==> config.mk <==
export PLATFORM = sky130hd
export DESIGN_NAME = bcd_rtc_core
export DESIGN_NICKNAME = d
export VERILOG_FILES = /design/src/rtl/bcd_rtc_core.sv
export SDC_FILE = /design/constraint.sdc
export NUM_CORES = 1
export LEC_CHECK = 0
export ABC_CLOCK_PERIOD_IN_PS = 2690
export CAP_MARGIN = 20
export CORE_MARGIN = 2
export CORE_UTILIZATION = 25
export DETAILED_ROUTE_END_ITERATION = 12
export DONT_BUFFER_PORTS = 1
export PLACE_DENSITY = 0.45
export SLEW_MARGIN = 10
export SYNTH_ARGS = -nofsm -noshare
export SYNTH_HDL_FRONTEND = slang
export SYNTH_SLANG_ARGS = --single-unit
==> constraint.sdc <==
create_clock -name clk -period 2.69 [get_ports clk]
set_input_delay 0.269 -clock clk [delete_from_list [all_inputs] [get_ports clk]]
set_output_delay 0.269 -clock clk [all_outputs]
set_load 0.03 [all_outputs]
==> src/rtl/bcd_rtc_core.sv <==
module bcd_rtc_core (
  input  logic        clk,
  input  logic        rst_n,
  input  logic        tick_1hz,
  input  logic        wr_en,
  input  logic [1:0]  addr,
  input  logic [31:0] wdata,
  output logic [31:0] rdata,
  output logic        sec_evt,
  output logic        upd_ack
);

  logic [1:0] ctrl;
  logic       mode;
  logic       acked;
  logic [6:0] sec, mins, cent;
  logic [5:0] hr, date;
  logic [7:0] yr;
  logic [4:0] mon;
  logic [2:0] dow;

  function automatic logic [7:0] bcd_inc(input logic [7:0] v);
    return (v[3:0] == 4'd9) ? {v[7:4] + 4'd1, 4'd0} : {v[7:4], v[3:0] + 4'd1};
  endfunction

  logic [7:0] sec_i, min_i, hr_i, date_i, mon_i, yr_i, cent_i;
  assign sec_i  = bcd_inc({1'b0, sec});
  assign min_i  = bcd_inc({1'b0, mins});
  assign hr_i   = bcd_inc({2'b0, hr});
  assign date_i = bcd_inc({2'b0, date});
  assign mon_i  = bcd_inc({3'b0, mon});
  assign yr_i   = bcd_inc(yr);
  assign cent_i = bcd_inc({1'b0, cent});

  logic [6:0] yr_bin, cent_bin;
  logic       leap;
  logic [5:0] month_end;
  assign yr_bin   = {3'b0, yr[7:4]} * 7'd10 + {3'b0, yr[3:0]};
  assign cent_bin = {4'b0, cent[6:4]} * 7'd10 + {3'b0, cent[3:0]};
  assign leap     = (yr == 8'h00) ? (cent_bin[1:0] == 2'b00) : (yr_bin[1:0] == 2'b00);

  always_comb begin
    case (mon)
      5'h02:                      month_end = leap ? 6'h29 : 6'h28;
      5'h04, 5'h06, 5'h09, 5'h11: month_end = 6'h30;
      default:                    month_end = 6'h31;
    endcase
  end

  logic run_t, c_min, c_hr, c_day, c_mon, c_yr, c_cent;
  logic date_wrap;
  assign run_t     = tick_1hz & ~ctrl[0];
  assign c_min     = run_t & (sec == 7'h59);
  assign c_hr      = c_min & (mins == 7'h59);
  assign c_day     = c_hr & (hr == 6'h23) & ~ctrl[1];
  assign date_wrap = (date == month_end);
  assign c_mon     = c_day & date_wrap;
  assign c_yr      = c_mon & (mon == 5'h12);
  assign c_cent    = c_yr & (yr == 8'h99);

  logic wr_ctrl, wr_mode, wr_time, wr_cal;
  assign wr_ctrl = wr_en & (addr == 2'd0);
  assign wr_mode = wr_en & (addr == 2'd1);
  assign wr_time = wr_en & (addr == 2'd2) & ctrl[0] & acked;
  assign wr_cal  = wr_en & (addr == 2'd3) & ctrl[1] & acked;

  always_ff @(posedge clk or negedge rst_n) begin
    if (!rst_n) begin
      ctrl    <= 2'b00;
      mode    <= 1'b0;
      acked   <= 1'b0;
      sec_evt <= 1'b0;
      upd_ack <= 1'b0;
    end else begin
      if (wr_ctrl) ctrl <= wdata[1:0];
      if (wr_mode) mode <= wdata[0];
      if (ctrl == 2'b00)         acked <= 1'b0;
      else if (tick_1hz)         acked <= 1'b1;
      upd_ack <= tick_1hz & (ctrl != 2'b00) & ~acked;
      sec_evt <= run_t;
    end
  end

  always_ff @(posedge clk or negedge rst_n) begin
    if (!rst_n) begin
      sec  <= 7'h00;
      mins <= 7'h00;
      hr   <= 6'h00;
    end else if (wr_time) begin
      sec  <= wdata[6:0];
      mins <= wdata[14:8];
      hr   <= wdata[21:16];
    end else begin
      if (run_t) sec  <= (sec == 7'h59) ? 7'h00 : sec_i[6:0];
      if (c_min) mins <= (mins == 7'h59) ? 7'h00 : min_i[6:0];
      if (c_hr)  hr   <= (hr == 6'h23) ? 6'h00 : hr_i[5:0];
    end
  end

  always_ff @(posedge clk or negedge rst_n) begin
    if (!rst_n) begin
      cent <= 7'h19;
      yr   <= 8'h00;
      mon  <= 5'h01;
      dow  <= 3'd2;
      date <= 6'h01;
    end else if (wr_cal) begin
      cent <= wdata[6:0];
      yr   <= wdata[15:8];
      mon  <= wdata[20:16];
      dow  <= wdata[23:21];
      date <= wdata[29:24];
    end else begin
      if (c_day) begin
        dow  <= (dow == 3'd7) ? 3'd1 : dow + 3'd1;
        date <= date_wrap ? 6'h01 : date_i[5:0];
      end
      if (c_mon)  mon  <= (mon == 5'h12) ? 5'h01 : mon_i[4:0];
      if (c_yr)   yr   <= (yr == 8'h99) ? 8'h00 : yr_i;
      if (c_cent) cent <= cent_i[6:0];
    end
  end

  always_comb begin
    case (addr)
      2'd0:    rdata = {30'b0, ctrl};
      2'd1:    rdata = {31'b0, mode};
      2'd2:    rdata = {9'b0, 1'b0, hr, 1'b0, mins, 1'b0, sec};
      default: rdata = {2'b0, date, dow, mon, yr, 1'b0, cent};
    endcase
  end

endmodule

==> run summary, run 1 <==
Routability-driven placement finished with a final weighted congestion of 0.813. For the maximum clock frequency, the log shows 0.404 GHz. The area growth from synthesis to final layout was 13.5%. Yosys mapped the design onto 72 distinct sky130hd cell types. Entering global routing, the biggest net connects 56 pins. The tools report the launching element type of the critical path as a flop.

The average cell area after synthesis was 8.67 um2. The data arrival time of the critical path is 2.67 ns, and the number of global-route vias before repair is 3519. The post-layout minimum cycle time was 2.47 ns.

The synthesized design spends more area on one cell type than any other, namely dfrtp_1. The mean routed wirelength per cell is 17.5 um. The tools report the number of slew-limit violations in the final report as 0. The logs give 0.000264 V for the peak supply drop and 5 for the number of buffers added by the clock tree synthesis step.

The insertion delay to the later sink of the worst-skew pair came out at 0.31 ns. The final core utilization was 28.9%. Headroom to the max-slew limit came out at 53.5%. In this run the vertical extent of the chip is 131 um.

Once the floorplan was initialized, standard cells occupied 25.5% of the core. Transition time of the tightest slew-check pin: 0.699 ns. Setup violations remaining at the end of the flow were counted as 0. The origin of the worst min-delay path was wdata[0].

Clock-pin slew was measured on the worst setup and hold paths at 0.08 ns. Summed over its instances, the top area cell type makes up 30.3% of the synthesized netlist area. Once detailed placement completed, the half-perimeter wirelength came to 9080 um. Summing the sequential cell areas from Yosys gives 34.2% of the chip area. The analysis attributes to cell leakage a power of 1.93 nW.

Global routing used 14.5% of the available tracks across all layers. The number of synthesis warnings was 0. The cell count after synthesis came out at 467. TritonCTS built the clock tree. The tools report the cell at the root of the clock tree as clkbuf_16. In the routed design, unresolved DRC markers number 0.

The worst register-to-register path begins at mins[1]$_DFFE_PN0P_. Before CTS, the worst setup slack after placement is 0.0755 ns. STA puts the critical path data required time at 2.89 ns. After synthesis the netlist holds a flip-flop and latch count of 55. The run finished with clean final reports.

The proportion of layout cells with a drive suffix above 1 was 13.9%; the buffer depth of the longest clock path was 2. The logs give 17200 um2 for the die area and 0 for the number of routed nets with antenna violations. After detailed routing, the number of vias per cell comes to 5.02. The most used flip-flop cell after synthesis is dfrtp_1. The cell area power density is 903 nW/um2.

In this run the worst hold path is classified as in -> reg. The total negative slack for setup checks came out at 0 ns. The total of max-cap violations was 0. The tools report the iteration count of the initial detailed-routing pass as 5. The overall die width came out at 131 um. Sorting the synthesized cells by area gives the leading types as dfrtp_1 (30%), ha_1 (5.9%), mux2i_1 (5.7%). In this run the number of H-tree levels came out at 2. The type of destination of the critical path is a flop. For this block, the initial DRC count from the detailed router was 241.

Setup repair after global routing left no endpoint under its margin. The final layout contains 531 nets. For the total overflow reported by the global router, the log shows 0. The initial antenna violation count is 0, and the post-route clock period utilization is 92.0%. The share of synthesized flip-flops with an asynchronous set or reset was 100%; the clock sink total was 55. The count of standard-cell rows came out at 46.

The worst setup path is of the reg -> reg kind. The count of buffers added on input and output ports is 0. Across all layers, the routed design uses 3477 vias.

The routed wire length is 12100 um. Along the worst path, the maximum fanout reaches 6. The number of endpoints with negative hold slack in the final report came out at 0. In this run the count of I/O pins placed on the die edge is 72. The standard cell core area is 15900 um2, and the first-pass GRT wire length is 19900 um.

The run gives 0.216 ns as the setup slack of the critical path after layout. In this run the worst setup path begins at mins[1]$_DFFE_PN0P_. The tools report the worst clock skew as 0.0130 ns. The cell area that synthesis handed to floorplanning was 4050 um2. The count of flip-flops with a built-in enable after synthesis was 0.
-- final cells by class --
type	count	area [um2]
repair buffers	30	248
multi-input cells	367	2490
clock inverters	3	22.5
well taps	216	270
inverters	15	56.3
fillers	1736	11300
flip-flops and latches	55	1380
diodes	1	2.50
clock buffers	5	125
-- sequential cells by signal, summed over array words and instances, names as in the netlist --
signal   count
upd_ack      1
date         6
hr           6
sec          7
mins         7
yr           8
ctrl         2
dow          3
acked        1
cent         7
mode         1
mon          5
sec_evt      1
-- per-stage QoR --
step / total power, mW / hold WS, ns / instance area, um2 / std cells
2_1_floorplan: 2.94 / -0.0266 / 4060 / 469
3_3_place_gp: 3.39 / -0.0236 / 4400 / 681
3_5_place_dp: 3.42 / -0.0234 / 4400 / 681
4_1_cts: 4.18 / 0.0238 / 4580 / 691
5_1_grt: 4.51 / 0.0364 / 4590 / 691
6_report: 4.15 / 0.0393 / 4600 / 692
-- cell usage after synthesis (4+ instances only) --
cell type,count
nand3_1,16
xnor2_1,8
dfrtp_1,49
and3_1,13
dfstp_2,6
mux2i_1,23
buf_2,4
ha_1,19
nand2_1,43
clkbuf_1,21
nor2_1,36
nor3_1,16
o21a_1,5
mux2_2,6
a21oi_1,19
o21ai_0,30
a221o_1,4
nand4_1,10
nor3b_1,6
inv_1,15
nor4_1,4
nor2b_1,23
nand2b_1,4
a31oi_1,8
-- cell usage in the layout (no fill, tap or decap), types with 3 or more instances in the layout --
cell / count
nand3_1: 16
and3_1: 13
clkbuf_16: 5
xnor2_1: 8
nor2b_1: 23
mux2_2: 6
dfrtp_1: 49
or4_1: 3
inv_1: 15
conb_1: 3
buf_4: 28
nor3_1: 16
nor2_1: 34
nor4_1: 4
nand4_1: 10
a31oi_1: 8
o21a_1: 5
nand2_1: 43
dfstp_2: 6
nand3b_1: 3
nor3b_1: 6
mux2i_1: 23
a21oi_1: 19
o21ai_0: 30
and4b_1: 3
nor2_2: 3
a211o_1: 3
nand2b_1: 4
a221o_1: 4
ha_1: 19
o211ai_1: 3
a22oi_1: 3
-- critical path, cell delays in order (launching register included) --
cell	delay, ns
dfrtp_1	0.43
inv_1	0.07
ha_1	0.15
and3b_1	0.30
and4b_1	0.31
a21oi_2	0.14
nor4_4	0.33
nand2_2	0.09
a22o_1	0.23
a221o_1	0.28
-- repair_timing --
action                     CTS  global route
resized for setup            0             3
setup buffers                0             0
setup endpoints to repair    0             6
hold buffers                 2             0
hold endpoints to repair    55             0
-- report_power, final --
part / internal [mW] / leakage [nW] / switching [mW] / total [mW]
clock network: 0.352 / 0.0746 / 0.349 / 0.701
registers: 1.18 / 0.649 / 0.447 / 1.63
logic: 0.779 / 1.20 / 1.04 / 1.82
-- final timing paths --
check                                       to  slack (ns)  cells after the start
setup / recovery             yr[7]$_DFFE_PN0P_        0.22                      9
hold / removal             cent[0]$_DFFE_PN1P_        0.04                      2
setup reg to reg             yr[7]$_DFFE_PN0P_        0.22                      9
hold reg to reg             dow[1]$_DFFE_PN1P_        0.50                      2
max in group asynchronous  date[0]$_DFFE_PN1P_        1.88                      2
min in group asynchronous    hr[0]$_DFFE_PN0P_        0.49                      2
-- cells by family (layout without fill, tap and decap cells) --
family / Yosys count / in the layout / synth area share [%]
AOI/OAI and AO/OA: 101 / 101 / 16.9
muxes: 30 / 30 / 7.91
DFF: 55 / 55 / 34.2
adders and majority gates: 19 / 19 / 5.87
and+or+nand+nor: 204 / 204 / 28.0
buffers and inverters: 47 / 53 / 4.94
other: 1 / 4 / 0.0926
xor gates and xnor gates: 10 / 10 / 2.16
-- layer usage --
layer | track usage, % | vias to the layer above | share of wire [%]
li1 | - | 1715 | -
met1 | 19.1 | 1683 | 46
met2 | 23.0 | 68 | 47
met3 | 4.67 | 11 | 5.6
met4 | 3.50 | 0 | 1.1
met5 | 0 | - | 0
Power figures use the tool's default switching activity.
==> inputs of run 2 (changes only) <==
Settings changed: ABC_AREA set to 1, BUFFER_PORTS_ARGS set to -buffer_cell sky130_fd_sc_hd__clkbuf_2, DONT_BUFFER_PORTS 1 to not set, PLACE_DENSITY 0.45 to 0.49.
==> run 2 against run 1 <==
Net effect:
- the run now ends with hold timing left
- maximum frequency increased by 17%
- die area shrank 2.2%
- wire length is 0.48% higher
- utilization grew 1.5 points
- global-route usage up 0.46 points
- final area rose by 1.3%
- via count rose by 11%
- power shrank 34%
- first-iteration DRC count rose by 32%
- critical path type unchanged
- highest routed layer unchanged
==> run summary, run 2 <==
The combinational power share was 31.6% (-12 points). The proportion of layout cells with a drive suffix above 1 was 20.8% (+6.9 points); the data required time at the worst endpoint was 2.89 ns (about the same). The total overflow reported by the global router is 0 (unchanged), and the sequential-to-total area share from yosys stat is 35.0% (+0.81 points). Library cell appearing most often on the critical path: nand2_1.

The synthesized design spends more area on one cell type than any other, namely dfrtp_1. The number of hold buffers added after cts is 0 (-2). The critical path in this run is classified as reg -> reg. The flow ran to the end, but the final reports show violations. The data arrival time of the critical path was 2.32 ns (-0.35 ns).

Ranked by total cell area, the synthesized netlist is headed by dfrtp_1 (31%), nand2_1 (12%), ha_1 (6.0%). Flip-flop and latch count after synthesis: 55 (unchanged). Among all stages on the critical path, the largest delay is contributed by dfrtp_1.

The first-pass GRT wire length was 19600 um (-1.5%); the post-route clock period utilization was 78.8% (-13 points). The placed wire-length estimate after detailed placement was 9140 um (+0.59%); the share of synthesized flip-flops with an asynchronous set or reset was 100% (unchanged). The run gives 55 (unchanged) as the clock sink total. The run gives 25.8% (+0.34 points) as the starting density of the core. The logs give 0 (unchanged) for the detailed-route DRC error count and 14.9% (+0.46 points) for the overall track demand over capacity in global routing.

The critical-path maximum fanout is 9 (+3), and the static leakage is 2.27 nW (+18%). The pin count of the biggest net entering global routing is 30 (-46%), and the internal power component is 1.67 mW (-28%). The count of standard-cell rows was 45 (-2.2%). For the number of distinct library cell variants in the gate-level netlist after synthesis, the log shows 44 (-39%).

The cell area power density was 593 nW/um2 (-34%); the total negative slack for setup checks was 0 ns (unchanged). The arithmetic-cell share of the synthesized area counting full adders, half adders and majority gates is 6.01% (+0.14 points). For the die area, the log shows 16800 um2 (-2.2%).

By area, the combinational part of the netlist is dominated by simple AND/OR/NAND/NOR gates. Total I/O pin count: 72 (unchanged). The standard cell core area came out at 15300 um2 (-3.6%). The net switching share of the total power was 39.3% (-5.0 points). The average cell area after synthesis is 7.39 um2 (-15%). The tools report the worst clock skew as 0.00414 ns (-0.00887 ns). The library cell used most frequently in the layout, excluding fill and tap cells, is nand2_1. The tools report the post-synthesis instance area as 3960 um2 (-2.3%). The critical path goes through inv_1 -> ha_1 -> nand2_1 -> nor2_1 -> nand2_1 -> nand2_1 -> nand3_1 -> nand3_1 -> nand3_4 -> o21bai_4 -> nand2_4 -> nand2_1 -> nand2_1. The logs give 0.31 ns (about the same) for the insertion delay to the later sink of the worst-skew pair and 2.76 mW (-34%) for the total power draw. The number of port buffers is 65 (+65). The worst setup path is launched from a flop. The run gives 0 (unchanged) as the total of endpoints with negative setup slack in the final report.

yr holds more flip-flops than any other register. The commonest cells after synthesis are nand2_1 (126), inv_1 (61), dfrtp_1 (49), nor2_1 (44), o21ai_0 (40). The post-layout minimum cycle time works out to 2.12 ns (-0.354 ns).

The number of synthesis warnings is 0 (unchanged). The transition time of the tightest slew-check pin was 0.717 ns (+0.0183 ns); the number of routed nets with antenna violations was 0 (unchanged). The number of flip-flops in the largest register came out at 8 (unchanged). The most used flip-flop cell after synthesis is dfrtp_1. Number of global-route vias before repair: 3811 (+8.3%). The checks that failed: hold timing. The tools report the number of setup buffers added after CTS as 0 (unchanged).

In the layout the commonest cells are nand2_1 (126), clkbuf_2 (65), inv_1 (61). The tools report the last weighted congestion value of the routability-driven placer as 0.878 (+8.0%). The share of synthesized cell area in and, or, nand and nor gates is 31.3% (+3.3 points), and the sequential cell fraction of total power is 44.0% (+4.8 points). The number of endpoints with negative hold slack in the final report is 2 (+2). The synthesized-area fraction occupied by xor and xnor cells is 3.10% (+0.94 points), and the area growth from synthesis to final layout is 17.7%. Post-synthesis instance total: 535 (+15%). For the count of vias placed by the detailed router, the log shows 3848 (+11%). Among all cell types in the netlist, the one instantiated most often is nand2_1. The share of the synthesized area in the top cell type was 31.0% (+0.72 points). Cell at the root of the clock tree: clkbuf_16. Buffer depth of the longest clock path: 2 (unchanged). The detail-routed via count per cell is 4.74 (-5.7%). The run gives 52.2% (-1.3 points) as the worst slew margin relative to its limit.

Peak supply drop: 0.000255 V (-3.5%). Initial antenna violation count: 0 (unchanged). Worst slack on hold paths: -0.00148 ns (-0.0408 ns). The count of antenna diodes in the layout was 0 (-1). The number of nets in the layout is 657 (+24%).

The type of destination of the critical path is a flop. The fraction of the mapped netlist area in compound gates was 15.6% (-1.3 points); the count of flip-flops with a built-in enable after synthesis was 0 (unchanged). Clock transition time at the flip-flop clock pins of the worst setup and hold paths: 0.08 ns (about the same).

Setup repair after global routing left no endpoint under its margin. The number of slew-limit violations in the final report was 0 (unchanged); the total of max-cap violations was 0 (unchanged). Biggest cell delay along the critical path: 0.46 ns (+0.03 ns). The iteration count of the initial detailed-routing pass came out at 5 (unchanged). The routed wire length came out at 12200 um (+0.48%). The tools report the clock network fraction of design power as 24.3% (+7.4 points). The maximum clock frequency is 0.472 GHz (+17%), and the overall die width is 130 um (-1.1%).

The tools report the total net switching power as 1.09 mW (-41%). Class of the tightest hold or removal check: in -> async. Count of filler cells inserted in the layout: 1686 (-2.9%). TritonCTS built the clock tree. The run gives 2 (unchanged) as the CTS H-tree depth.

The mean routed wirelength per cell is 15.0 um (-14%), and the number of buffers added by the clock tree synthesis step is 5 (unchanged). Portion of netlist area occupied by mux cells: 0.253% (-7.7 points). The post-cts repair resize count was 0 (unchanged); the die height was 130 um (-1.1%). The number of violations reported at the end of detailed-routing iteration 0 was 319 (+32%).
## run 2: final timing paths
kind | startpoint | end | slack [ns] | depth (start not counted)
setup / recovery | yr[4]$_DFFE_PN0P_ | cent[2]$_DFFE_PN0P_ | 0.57 | 13
hold / removal | rst_n | mins[5]$_DFFE_PN0P_ | -0.001 | 1
setup reg to reg | yr[4]$_DFFE_PN0P_ | cent[2]$_DFFE_PN0P_ | 0.57 | 13
hold reg to reg | cent[4]$_DFFE_PN1P_ | cent[4]$_DFFE_PN1P_ | 0.49 | 2
max in group asynchronous | rst_n | date[0]$_DFFE_PN1P_ | 1.92 | 2
min in group clk | wdata[25] | date[1]$_DFFE_PN0P_ | 0.17 | 3
## run 2: power groups by stage
stage,clock [mW],sequential [mW],combinational (mW)
2_1_floorplan,0,1.18,0.645
3_3_place_gp,0,1.22,0.863
3_5_place_dp,0,1.23,0.883
4_1_cts,0.704,1.21,0.887
5_1_grt,0.728,1.24,0.994
6_report,0.672,1.21,0.873
## run 2: metal layers
layer | global-route usage (%) | vias to the layer above | wire length, um
met5 | 0 | - | 0
met2 | 24.4 | 80 | 5690
met1 | 20.2 | 1850 | 5850
li1 | - | 1903 | -
met4 | 4.87 | 0 | 182
met3 | 2.38 | 15 | 422
## run 2: layout make-up
| class | count | area, um2 | area share, % |
|---|---|---|---|
| repair buffers | 70 | 363 | 7.79 |
| multi-input cells | 398 | 2240 | 48.2 |
| well taps | 211 | 264 | 5.67 |
| clock buffers | 5 | 125 | 2.69 |
| inverters | 70 | 263 | 5.64 |
| clock inverters | 3 | 15.0 | 0.322 |
| flip-flops and latches | 55 | 1380 | 29.7 |
## run 2: per-stage QoR
step | area, um2 | utilization [%] | hold WS, ns | instances | setup slack, ns
6_report | 4660 | 30.4 | -0.00148 | 812 | 0.570
5_1_grt | 4660 | 30.4 | 0.0580 | 812 | 0.341
4_1_cts | 4660 | 30.4 | 0.0342 | 812 | 0.571
3_5_place_dp | 4520 | 29.5 | 0.367 | 804 | 0.597
3_3_place_gp | 4520 | 29.5 | 0.356 | 804 | 0.610
2_1_floorplan | 3960 | - | -0.0266 | 537 | 0.943
## run 2: critical path, delay by kind of cell (launching register included)
family                   cells  cell delay (ns)
AO/OA/AOI/OAI                1             0.31
adder cells (fa/ha/maj)      1             0.20
AND/OR/NAND/NOR             10             0.89
buffers and inverters        1             0.15
flip-flops                   1             0.46
## run 2: logic make-up after synthesis
| family | after synthesis |
|---|---|
| compound gates | 102 |
| xor+xnor | 14 |
| fa+ha+maj | 19 |
| buf+inv | 84 |
| flops | 55 |
| mux | 1 |
| other cells | 1 |
| simple gates | 259 |
